==> src/rtl/dg_pkg.sv <==
package dg_pkg;

    localparam int DG_W          = 10;
    localparam int DG_LAG        = 2;
    localparam int DG_PRIME_REFS = 2;

    typedef logic [DG_W-1:0] dg_sample_t;

    typedef struct packed {
        logic       valid;
        dg_sample_t sample;
    } dg_out_t;

    typedef enum logic [1:0] {
        DG_PLAIN = 2'b00,
        DG_GRAY  = 2'b01,
        DG_DIFF  = 2'b10,
        DG_BOTH  = 2'b11
    } dg_mode_e;

    function automatic dg_sample_t dg_add_wrap(dg_sample_t a, dg_sample_t b);
        return a + b;
    endfunction

endpackage

==> src/rtl/dg_gray_unit.sv <==
module dg_gray_unit #(
    parameter int W = 10
) (
    input  logic         gray_en,
    input  logic [W-1:0] word,
    output logic [W-1:0] bin
);
    logic [W-1:0] conv;

    generate
        for (genvar i = 0; i < W; i++) begin : g_bit
            assign conv[i] = ^word[W-1:i];
        end
    endgenerate

    assign bin = gray_en ? conv : word;
endmodule

==> src/rtl/dg_history.sv <==
module dg_history #(
    parameter int W     = 10,
    parameter int DEPTH = 2
) (
    input  logic         clk,
    input  logic         rst,
    input  logic         push,
    input  logic [W-1:0] din,
    output logic [W-1:0] tap
);
    logic [DEPTH-1:0][W-1:0] stage;

    always_ff @(posedge clk) begin
        if (rst) begin
            stage <= '0;
        end else if (push) begin
            stage[0] <= din;
            for (int i = 1; i < DEPTH; i++) begin
                stage[i] <= stage[i-1];
            end
        end
    end

    assign tap = stage[DEPTH-1];
endmodule

==> src/rtl/dg_prime_cnt.sv <==
module dg_prime_cnt #(
    parameter int TARGET = 2
) (
    input  logic clk,
    input  logic rst,
    input  logic ref_seen,
    output logic primed
);
    localparam int CW = $clog2(TARGET + 1);

    logic [CW-1:0] cnt;
    logic [CW-1:0] cnt_nxt;

    always_comb begin
        cnt_nxt = cnt;
        if (ref_seen && cnt != CW'(TARGET)) begin
            cnt_nxt = cnt + 1'b1;
        end
    end

    always_ff @(posedge clk) begin
        if (rst) cnt <= '0;
        else     cnt <= cnt_nxt;
    end

    assign primed = (cnt_nxt == CW'(TARGET));
endmodule

==> src/rtl/diffgray_decoder.sv <==
module diffgray_decoder
    import dg_pkg::*;
#(
    parameter int LAG        = DG_LAG,
    parameter int PRIME_REFS = DG_PRIME_REFS
) (
    input  logic            clk,
    input  logic            rst,
    input  logic            in_valid,
    input  logic [DG_W-1:0] in_word,
    input  logic            in_ref,
    input  logic            gray_en,
    input  logic            diff_en,
    output logic            out_valid,
    output logic [DG_W-1:0] out_sample
);
    dg_sample_t decoded;
    dg_sample_t lag_tap;
    dg_sample_t rebuilt;
    logic       primed;
    dg_mode_e   mode;
    dg_out_t    out_q;

    assign mode = dg_mode_e'({diff_en, gray_en});

    dg_gray_unit #(.W(DG_W)) u_gray (
        .gray_en (mode == DG_GRAY || mode == DG_BOTH),
        .word    (in_word),
        .bin     (decoded)
    );

    dg_history #(.W(DG_W), .DEPTH(LAG)) u_hist (
        .clk  (clk),
        .rst  (rst),
        .push (in_valid),
        .din  (rebuilt),
        .tap  (lag_tap)
    );

    dg_prime_cnt #(.TARGET(PRIME_REFS)) u_prime (
        .clk      (clk),
        .rst      (rst),
        .ref_seen (in_valid & in_ref),
        .primed   (primed)
    );

    always_comb begin
        rebuilt = decoded;
        if ((mode == DG_DIFF || mode == DG_BOTH) && !in_ref) begin
            rebuilt = dg_add_wrap(decoded, lag_tap);
        end
    end

    always_ff @(posedge clk) begin
        if (rst) begin
            out_q <= '0;
        end else begin
            out_q.valid <= in_valid & (~diff_en | primed);
            if (in_valid) begin
                out_q.sample <= rebuilt;
            end
        end
    end

    assign out_valid  = out_q.valid;
    assign out_sample = out_q.sample;
endmodule

==> config.mk <==
export PLATFORM = sky130hd
export DESIGN_NAME = diffgray_decoder
export DESIGN_NICKNAME = d
export VERILOG_FILES = /design/src/rtl/dg_pkg.sv /design/src/rtl/dg_gray_unit.sv /design/src/rtl/dg_history.sv /design/src/rtl/dg_prime_cnt.sv /design/src/rtl/diffgray_decoder.sv
export SDC_FILE = /design/constraint.sdc
export NUM_CORES = 1
export LEC_CHECK = 0
export BUFFER_PORTS_ARGS = -buffer_cell sky130_fd_sc_hd__buf_4
export CORE_MARGIN = 3
export CORE_UTILIZATION = 56
export DETAILED_ROUTE_END_ITERATION = 7
export PLACE_DENSITY = 0.79
export SLEW_MARGIN = 20
export SYNTH_ARGS = -nofsm -noshare
export SYNTH_HDL_FRONTEND = slang
export SYNTH_SLANG_ARGS = --single-unit
==> constraint.sdc <==
create_clock -name clk -period 4.38 [get_ports clk]
set_input_delay 0.657 -clock clk [delete_from_list [all_inputs] [get_ports clk]]
set_output_delay 0.657 -clock clk [all_outputs]
set_load 0.1 [all_outputs]
==> summary.txt, run 1 <==
Worst setup path
  • CP Capture Type: flip-flop
  • Critical Path RT: 4.59 ns
  • Setup Crit Path Kind: primary input to flip-flop
  • Crit-path slowest cell: xor3_2
  • CP most frequent cell: o21ai_0
  • Critical-path cell list: buf_4 > xor3_2 > xnor3_2 > xnor2_1 > nand2_1 > xnor2_2 > ha_1 > inv_1 > fa_1 > nor2b_1 > o21ai_0 > a21boi_0 > o21ai_0 > a2111o_1 > o221ai_1 > a211oi_1
  • CP max stage delay: 0.47 ns
  • WP data arrival: 4.01 ns
  • Element type at the critical path start: primary input
  • Crit Path Max Fanout: 4

Layout
  • # diodes: 0
  • Fill cell count: 218
  • Fraction of layout cells with a size suffix above 1: 17.31%
  • Fin util: 68.77%
  • Synth-to-layout area growth: 10.63%
  • Fin nets: 236
  • Non-filler cells, final: 238

Yosys
  • Compound-Gate Fraction of Synth Area: 15.33%
  • Post-Synth Simple-Gate Area: 17.80%
  • Main flop type after synthesis: dfxtp_1
  • Post-Synth Adder-Cell Area: 8.937%
  • Post-synth top area share: 28.35%
  • Mux cell area share after synthesis: 6.780%
  • Post-synthesis cell type count: 40
  • Mean Syn Cell Area: 8.639 um^2
  • Main combinational cell family by area after synthesis: simple AND/OR/NAND/NOR gates
  • Area leader, netlist: dfxtp_1
  • Post-synth net total: 215
  • Ys async rst share: 0%
  • EDFF count, synth: 0
  • Cell count after synthesis: 188
  • Synthesis Warnings: 0
  • Sequential area share after synthesis: 28.35%
  • Post-Synthesis Cell Area: 1624 um^2
  • Xor/xnor share of the synthesized area: 15.33%
  • Count of state elements after synthesis: 23
  • Synth top area cells: dfxtp_1, ha_1, xnor2_1
  • Most frequent cells after synthesis: dfxtp_1, nor2_1, nand2_1

Worst hold path
  • Worst Hold Class: flip-flop to flip-flop

Routing
  • Iteration-0 DRC Markers: 64
  • Drc violations: 0
  • Routed WL per cell: 13.76 um
  • Final wirelength: 3275 um
  • Detailed Routing Iterations Pass 1: 4
  • Vias per cell: 5.761
  • ANT nets after route: 0
  • Vias: 1,371

Floorplan
  • Die Y: 59.85 um
  • Starting Density: 62.16%
  • DIE AREA: 3582 um^2
  • I/O pins: 27
  • Core ar.: 2613 um^2
  • Row cnt: 18
  • Die W: 59.85 um

Global routing
  • Total Routing Usage GR: 19.56%
  • First-pass GRT wire length: 5423 um
  • Grt total ovfl: 0
  • Initial antenna violation count: 0
  • Largest net degree at the start of global routing: 39
  • Number of global-route vias before repair: 1,265

Run
  • Maxcap violations: 0

Power
  • Total power: 0.0006292 W
  • Maximum VDD drop: 0.2695 mV
  • Leakage: 0.8160 nW
  • Pwr Density: 350.2 nW/um^2

Timing
  • Final min period: 3.799 ns
  • Setup violations, final: 0
  • Setup TNS: 0 ns
  • RSZ-0062 raised after global routing: no
  • Worst hold slack: 0.5044 ns
  • Worst Skew: 0.01073 ns
  • Final Cycle Share: 86.74%
  • Worst-Margin Slew: 0.6147 ns
  • Final Hold Fails: 0
  • Fmax achieved: 263.2 MHz
  • Max transition margin: 59.02%
  • Final Max Slew Viols: 0

Placed design
  • Port bufs: 26
  • Gp weighted congestion: 0.9020
  • Post-DP HPWL: 2474 um
  • Cells after DPL: 234

CTS
  • Clock Latency Late Sink: 0.32 ns
  • Clock slew at reported path FFs: 0.14 ns
  • CTS sink cnt: 23
  • Clk root buf: clkbuf_4
  • Hold_buf cts: 0
  • Clock Tree Buf Depth: 2
  • Post-CTS Resized: 0
  • CTS tree: yes
  • Clock buffer count from CTS: 3
  • H-tree depth: 1
  • Setup Fix Bufs, Post-CTS: 0

Outcome
  • Run status: finished, final reports clean
-- final timing paths --
check | slack [ns] | to | cells past startpoint | from
setup / recovery | 0.58 | out_sample[8]$_SDFFE_PP0P_ | 16 | in_word[8]
hold reg to reg | 0.50 | out_sample[3]$_SDFFE_PP0P_ | 2 | out_sample[3]$_SDFFE_PP0P_
hold / removal | 0.50 | out_sample[3]$_SDFFE_PP0P_ | 2 | out_sample[3]$_SDFFE_PP0P_
setup reg to reg | 2.02 | out_sample[8]$_SDFFE_PP0P_ | 10 | u_hist.tap[0]$_SDFFE_PP0P_
-- per-stage QoR --
stage,area (um^2),setup WS [ns]
2_1_floorplan,1624,0.5482
3_3_place_gp,1769,0.3629
3_5_place_dp,1769,0.2268
4_1_cts,1797,0.5731
5_1_grt,1797,0.2825
6_report,1797,0.5807
-- critical path: cells and delay by family --
kind	cells	cell delay (ns)
buffers and inverters	2	0.15
adder cells (fa/ha/maj)	2	0.59
AO/OA/AOI/OAI	6	1.14
AND/OR/NAND/NOR	2	0.22
XOR/XNOR	4	1.25
-- power breakdown --
group          leakage, nW  internal [W]  switching, W  total (W)
combinational        0.609      0.000106      0.000183   0.000288
sequential           0.189      0.000226     0.0000115   0.000238
clock               0.0177     0.0000342     0.0000693   0.000103
-- cell type report --
| cell class | count | area (um^2) | area share [%] |
|---|---|---|---|
| multi-input combinational | 146 | 1042 | 58.01 |
| sequential | 23 | 460.4 | 25.63 |
| clock buffer | 3 | 22.52 | 1.253 |
| timing repair buffer | 26 | 195.2 | 10.86 |
| tap | 30 | 37.54 | 2.089 |
| clock inverter | 1 | 5.005 | 0.2786 |
| inverter | 9 | 33.78 | 1.880 |
-- state kept, by name, summed over array words and instances (netlist names) --
name	count
out_valid	1
out_sample	10
u_hist.tap	10
u_prime.cnt	2
-- layer usage --
layer  share of wire (%)  track usage [%]  vias up
met5                   0                0        -
met4                 1.1            5.380        0
li1                    -                -      687
met3                 6.5            2.808        5
met1                  46            25.92      631
met2                  46            32.87       48
-- cell usage in the layout (no fill, tap or decap), types with 3 or more instances in the layout --
cell	n
buf_4	26
nor2_1	23
dfxtp_1	23
nand2_1	16
xnor2_1	14
a21oi_1	12
mux2i_1	11
ha_1	10
inv_1	9
xor2_1	7
o21ai_0	7
nor3_1	6
nor2b_1	5
nand3_1	3
a311oi_1	3
a21o_1	3
clkbuf_4	3
-- kinds of logic after synthesis --
kind of cell | after synthesis
AO/OA/AOI/OAI | 38
AND/OR/NAND/NOR | 62
adder cells (fa/ha/maj) | 11
flip-flops | 23
buffers and inverters | 19
multiplexers | 11
XOR/XNOR | 24
Power figures use the tool's default switching activity.
==> run 2, diff against run 1 <==
--- a/config.mk
+++ b/config.mk
@@ -5,10 +5,13 @@
 export SDC_FILE = /design/constraint.sdc
 export NUM_CORES = 1
 export LEC_CHECK = 0
+export ABC_AREA = 1
 export BUFFER_PORTS_ARGS = -buffer_cell sky130_fd_sc_hd__buf_4
 export CORE_MARGIN = 3
-export CORE_UTILIZATION = 56
+export CORE_UTILIZATION = 57
+export CTS_CLUSTER_DIAMETER = 30
 export DETAILED_ROUTE_END_ITERATION = 7
+export GPL_TIMING_DRIVEN = 0
 export PLACE_DENSITY = 0.79
 export SLEW_MARGIN = 20
 export SYNTH_ARGS = -nofsm -noshare
==> run 2 against run 1 <==
  * Final cell count rose by 65%
  * Combinational power fell by 12%
  * Synthesized cell count rose by 70%
  * Clock power fell by 8%
  * Critical path type unchanged
  * Highest routed layer unchanged
  * Largest power group unchanged
  * Final area rose by 20%
  * Non-clock buffer count rose by 8
  * Register-to-register slack improved by 0.49 ns
  * First-iteration DRC count rose by 130%
  * Total power fell by 7.7%
==> summary.txt, run 2 <==
Layout
  • # diodes: 0
  • Synth-to-layout area growth: 14.70%
  • Non-filler cells, final: 393
  • Most common cell after layout, fill and taps aside: nand2_1
  • Fraction of layout cells with a size suffix above 1: 15.19%
  • Fin nets: 377
  • Highest-count cells in the layout ignoring fill and taps: nand2_1, inv_1, buf_4

Worst setup path
  • Element type at the critical path start: primary input
  • CP Capture Type: flip-flop
  • Critical Path RT: 4.57 ns
  • Setup Crit Path Kind: primary input to flip-flop
  • Crit Path Max Fanout: 4
  • WP data arrival: 2.91 ns

CTS
  • Clock slew at reported path FFs: 0.11 ns
  • CTS tree: yes
  • Clock Latency Late Sink: 0.31 ns
  • Clk root buf: clkbuf_4
  • H-tree depth: 1
  • Setup Fix Bufs, Post-CTS: 0
  • CTS sink cnt: 23
  • Hold_buf cts: 0
  • Post-CTS Resized: 0
  • Clock Tree Buf Depth: 2
  • Clock buffer count from CTS: 3

Routing
  • Detailed Routing Iterations Pass 1: 6
  • ANT nets after route: 0
  • Vias per cell: 5.003
  • Iteration-0 DRC Markers: 145
  • Routed WL per cell: 10.72 um
  • Vias: 1,966
  • Final wirelength: 4211 um
  • Drc violations: 0

Yosys
  • Post-Synthesis Cell Area: 1881 um^2
  • Ys async rst share: 0%
  • Count of state elements after synthesis: 23
  • Synth top area cells: nand2_1, dfxtp_1, inv_1
  • Sequential area share after synthesis: 24.48%
  • Main flop type after synthesis: dfxtp_1
  • Post-synth top area share: 26.15%
  • Post-Synth Adder-Cell Area: 7.718%
  • EDFF count, synth: 0
  • Mean Syn Cell Area: 5.895 um^2
  • Synthesis Warnings: 0
  • Main combinational cell family by area after synthesis: simple AND/OR/NAND/NOR gates
  • Most frequent cells after synthesis: nand2_1, inv_1, a21oi_1, nand3_1, dfxtp_1
  • Xor/xnor share of the synthesized area: 2.794%
  • Post-synthesis cell type count: 29
  • Area leader, netlist: nand2_1
  • Post-Synth Simple-Gate Area: 40.39%
  • Cell count after synthesis: 319
  • Post-synth net total: 346
  • Compound-Gate Fraction of Synth Area: 13.97%
  • Mux cell area share after synthesis: 0%
  • Top-count cell post-synth: nand2_1

Floorplan
  • Starting Density: 60.60%
  • Die Y: 63.44 um
  • DIE AREA: 4025 um^2
  • Row cnt: 20
  • Core ar.: 3103 um^2
  • I/O pins: 27
  • Die W: 63.44 um

Placed design
  • Port bufs: 26
  • Gp weighted congestion: 0.8911
  • Setup Slack @ Placement: 1.321 ns
  • Post-DP HPWL: 3580 um
  • Cells after DPL: 389

Power
  • Leakage: 1.163 nW
  • Maximum VDD drop: 0.2981 mV
  • Pwr Density: 269.2 nW/um^2

Timing
  • Worst-Margin Slew: 0.5392 ns
  • Worst Skew: 0.005865 ns
  • Fmax achieved: 367.5 MHz
  • Worst hold slack: 0.4811 ns
  • Final Hold Fails: 0
  • Final min period: 2.721 ns
  • Final Max Slew Viols: 0
  • Final Cycle Share: 62.13%
  • Setup violations, final: 0
  • Final worst setup slack: 1.659 ns
  • Setup TNS: 0 ns
  • Max transition margin: 64.06%
  • RSZ-0062 raised after global routing: no

Global routing
  • First-pass GRT wire length: 7527 um
  • Total Routing Usage GR: 22.82%
  • Initial antenna violation count: 0
  • Number of global-route vias before repair: 1,779
  • Largest net degree at the start of global routing: 13
  • Grt total ovfl: 0

Outcome
  • Run status: finished, final reports clean

Worst hold path
  • Worst Hold Class: flip-flop to flip-flop

Run
  • Maxcap violations: 0
==> run 2: cell types whose count changed after synthesis, sizes merged, moves of 11 or more <==
cell,previous run,this run
nand2,16,141
inv,9,43
nand3,3,27
a21oi,12,26
nor2,23,10
xnor2,15,2
mux2i,11,0
==> run 2: metal layers <==
layer	GRT usage, %	vias to the layer above	part of all wire (%)
li1	-	1064	-
met1	31.83	850	49
met2	37.68	46	47
met3	3.209	6	3.8
met4	4.043	0	0.90
met5	0	-	0
==> run 2: through the flow <==
stage	utilization (%)	total power (W)	instance area, um^2
2_1_floorplan	-	0.0004308	1881
3_3_place_gp	68.67	0.0004869	2131
3_5_place_dp	68.67	0.0004916	2131
4_1_cts	69.52	0.0005850	2157
5_1_grt	69.52	0.0006234	2157
6_report	69.52	0.0005806	2157
==> run 2: power by group <==
group	total, W	switching (W)	internal, W
Combinational	0.000254	0.000175	0.0000794
Clock	0.0000943	0.0000586	0.0000356
Sequential	0.000232	0.00000931	0.000223
Total	0.000581	0.000243	0.000338
==> run 2: worst max-delay path, cell delays in order <==
cell and delay (ns):
buf_4 0.13, inv_1 0.07, nand2_1 0.08, nand2_1 0.10, nand2_1 0.10, nand2_2 0.10, nand2_1 0.06, nand3_1 0.06
nand3_1 0.11, nand2_1 0.08, ha_1 0.16, inv_1 0.06, fa_1 0.42, o21ai_2 0.23, nand4_1 0.13, nand3_1 0.09
nand2_1 0.05, o21bai_1 0.15, a21oi_1 0.08
==> run 2: cells by family (layout without fill, tap and decap cells) <==
| kind of cell | count (synthesis) | count (layout) |
|---|---|---|
| AO/OA/AOI/OAI | 46 | 46 |
| flip-flops | 23 | 23 |
| adder cells (fa/ha/maj) | 11 | 11 |
| AND/OR/NAND/NOR | 181 | 181 |
| XOR/XNOR | 6 | 6 |
| buffers and inverters | 52 | 82 |
==> run 2: layout make-up <==
cell class,count,area [um^2]
buffer,8,35.03
clock buffer,4,26.28
fill,327,945.9
inverter,44,165.2
multi-input combinational,244,1220
sequential,23,460.4
tap,44,55.05
timing repair buffer,26,195.2
==> run 2: worst paths after layout <==
check | start | endpoint | slack, ns | depth (start not counted)
setup / recovery | in_word[8] | out_sample[8]$_SDFFE_PP0P_ | 1.66 | 19
hold / removal | u_hist.tap[5]$_SDFFE_PP0P_ | u_hist.tap[5]$_SDFFE_PP0P_ | 0.48 | 2
setup reg to reg | u_hist.tap[0]$_SDFFE_PP0P_ | out_sample[8]$_SDFFE_PP0P_ | 2.51 | 9
hold reg to reg | u_hist.tap[5]$_SDFFE_PP0P_ | u_hist.tap[5]$_SDFFE_PP0P_ | 0.48 | 2
==> run 3, diff against run 2 <==
==> constraint.sdc (replaced) <==
create_clock -name clk -period 2.6 [get_ports clk]
set_input_delay 0.39 -clock clk [delete_from_list [all_inputs] [get_ports clk]]
set_output_delay 0.39 -clock clk [all_outputs]
set_load 0.1 [all_outputs]
==> run 3 against run 2 <==
  * Final cell count stayed put
  * Sequential share of layout area is 0.062 points lower
  * First-iteration DRC count is 2.1% higher
  * Clock power is 69% higher
  * Sequential power is 69% higher
  * Total power is 69% higher
  * Hold slack worse by 0.20 ns
  * Flip-flop and latch count stayed put
  * Die area stayed put
  * Register-to-register slack worse by 1.7 ns
  * Clock-buffer cell count stayed put
  * Routed wire length is 0.31% higher
  * Critical path type unchanged
  * Largest cell class unchanged
==> summary.txt, run 3 (same netlist as run 2, synthesis figures left out) <==
Power
  • Internal: 0.0005706 W
  • Comb pwr share: 43.8%
  • Flop pwr share: 39.9%
  • Leakage: 1.164 nW
  • Maximum VDD drop: 0.5030 mV
  • Clock share of power: 16.2%
  • Net switching power: 0.0004103 W
  • Pwr Density: 453.4 nW/um^2
  • Switching share of power: 41.83%

Floorplan
  • Die Y: 63.44 um
  • I/O pins: 27
  • Starting Density: 60.60%
  • Die W: 63.44 um
  • Row cnt: 20
  • DIE AREA: 4025 um^2
  • Core ar.: 3103 um^2

Worst hold path
  • Hold Path End: u_prime.cnt[1]$_SDFF_PP0_
  • Worst Hold Class: primary input to flip-flop
  • Hold depth: 2
  • Hold Startpoint: rst

Routing
  • Vias per cell: 4.959
  • ANT nets after route: 0
  • Detailed Routing Iterations Pass 1: 5
  • Final wirelength: 4224 um
  • Vias: 1,949
  • Routed WL per cell: 10.75 um
  • Iteration-0 DRC Markers: 148
  • Drc violations: 0

Worst setup path
  • Crit Reg-Reg Endpoint: out_sample[8]$_SDFFE_PP0P_
  • WP data arrival: 2.57 ns
  • Critical Path RT: 2.79 ns
  • R2R setup slack: 0.82 ns
  • Element type at the critical path start: primary input
  • Reg-to-reg critical path startpoint: u_hist.tap[0]$_SDFFE_PP0P_
  • Setup Crit Path Kind: primary input to flip-flop
  • CP Capture Type: flip-flop
  • R2R cell count: 9
  • Crit Path Max Fanout: 4

Layout
  • # diodes: 0
  • Fraction of layout cells with a size suffix above 1: 15.76%
  • Most common cell after layout, fill and taps aside: nand2_1
  • Highest-count cells in the layout ignoring fill and taps: nand2_1, inv_1, buf_4
  • Fill cell count: 326
  • Synth-to-layout area growth: 15.04%
  • Fin nets: 377
  • Fin area: 2163 um^2

Global routing
  • Initial antenna violation count: 0
  • Grt total ovfl: 0
  • Number of global-route vias before repair: 1,779
  • Total Routing Usage GR: 22.82%
  • First-pass GRT wire length: 7527 um
  • Largest net degree at the start of global routing: 13

Timing
  • Worst-Margin Slew: 0.5313 ns
  • Max transition margin: 64.58%
  • Fmax achieved: 421.6 MHz
  • Final Cycle Share: 91.23%
  • Worst hold slack: 0.2856 ns
  • Final Max Slew Viols: 0
  • RSZ-0062 raised after global routing: no
  • Final Hold Fails: 0
  • Final min period: 2.372 ns
  • Worst Skew: 0.006290 ns
  • Setup violations, final: 0

Placed design
  • Area after DPL: 2131 um^2
  • Port bufs: 26
  • Gp weighted congestion: 0.8911
  • Post-DP HPWL: 3580 um

CTS
  • H-tree depth: 1
  • Setup Fix Bufs, Post-CTS: 0
  • Clock Tree Buf Depth: 2
  • Post-CTS Resized: 0
  • Clock buffer count from CTS: 3
  • CTS sink cnt: 23
  • Clock Latency Late Sink: 0.31 ns
  • Clk root buf: clkbuf_4
  • CTS tree: yes
  • Clock slew at reported path FFs: 0.12 ns
  • Hold_buf cts: 0

Outcome
  • Run status: finished, final reports clean

Run
  • Maxcap violations: 0
==> run 3: worst max path at each step <==
stage | from | end | slack (ns) | depth (start not counted)
final | in_word[8] | out_sample[8]$_SDFFE_PP0P_ | 0.23 | 19
after global routing | in_word[8] | out_sample[9]$_SDFFE_PP0P_ | 0.006 | 24
after CTS | in_word[8] | out_sample[8]$_SDFFE_PP0P_ | 0.15 | 19
after detailed placement | in_word[8] | out_sample[8]$_SDFFE_PP0P_ | -0.19 | 19
after global placement | in_word[8] | out_sample[8]$_SDFFE_PP0P_ | -0.13 | 19
after floorplan | in_word[8] | out_sample[8]$_SDFFE_PP0P_ | 0.28 | 18
==> run 3: power groups by stage <==
stage                     registers (W)  logic, W  clock network, W
after detailed placement       0.000400  0.000428                 0
after global routing           0.000395  0.000482          0.000175
after CTS                      0.000392  0.000430          0.000163
final                          0.000392  0.000430          0.000159
after global placement         0.000399  0.000421                 0
after floorplan                0.000496  0.000230                 0
==> run 3: critical path, cell delays in order <==
cell,delay [ns]
buf_4,0.13
inv_1,0.07
nand2_1,0.08
nand2_1,0.10
nand2_1,0.10
nand2_2,0.10
nand2_1,0.06
nand3_1,0.06
nand3_1,0.11
nand2_1,0.08
ha_1,0.16
inv_1,0.06
fa_2,0.36
o21ai_2,0.19
nand4_1,0.14
nand3_1,0.09
nand2_1,0.05
o21bai_1,0.15
a21oi_1,0.08
==> run 3: per-stage QoR <==
stage          setup WS (ns)  setup TNS (ns)  cells  power [W]  util (%)
2_1_floorplan         0.2787               0    319  0.0007257         -
3_3_place_gp         -0.1321         -0.2961    389  0.0008203     68.67
3_5_place_dp         -0.1915         -0.5180    389  0.0008282     68.67
4_1_cts               0.1468               0    393  0.0009855     69.52
5_1_grt             0.006156               0    393   0.001052     69.72
6_report              0.2280               0    393  0.0009808     69.72
==> run 3: metal layers <==
metal / track usage, % / wire length [um]
met1: 31.83 / 2080
met2: 37.68 / 1952
met3: 3.209 / 153
met4: 4.043 / 38
met5: 0 / 0
==> run 3: cell type report <==
class	instances	area (um^2)	area share [%]
Tap cell	44	55.05	2.545
Multi-Input combinational cell	244	1226	56.68
Clock buffer	4	26.28	1.215
Buffer	8	35.03	1.619
Sequential cell	23	460.4	21.28
Timing Repair Buffer	26	195.2	9.023
Inverter	44	165.2	7.634
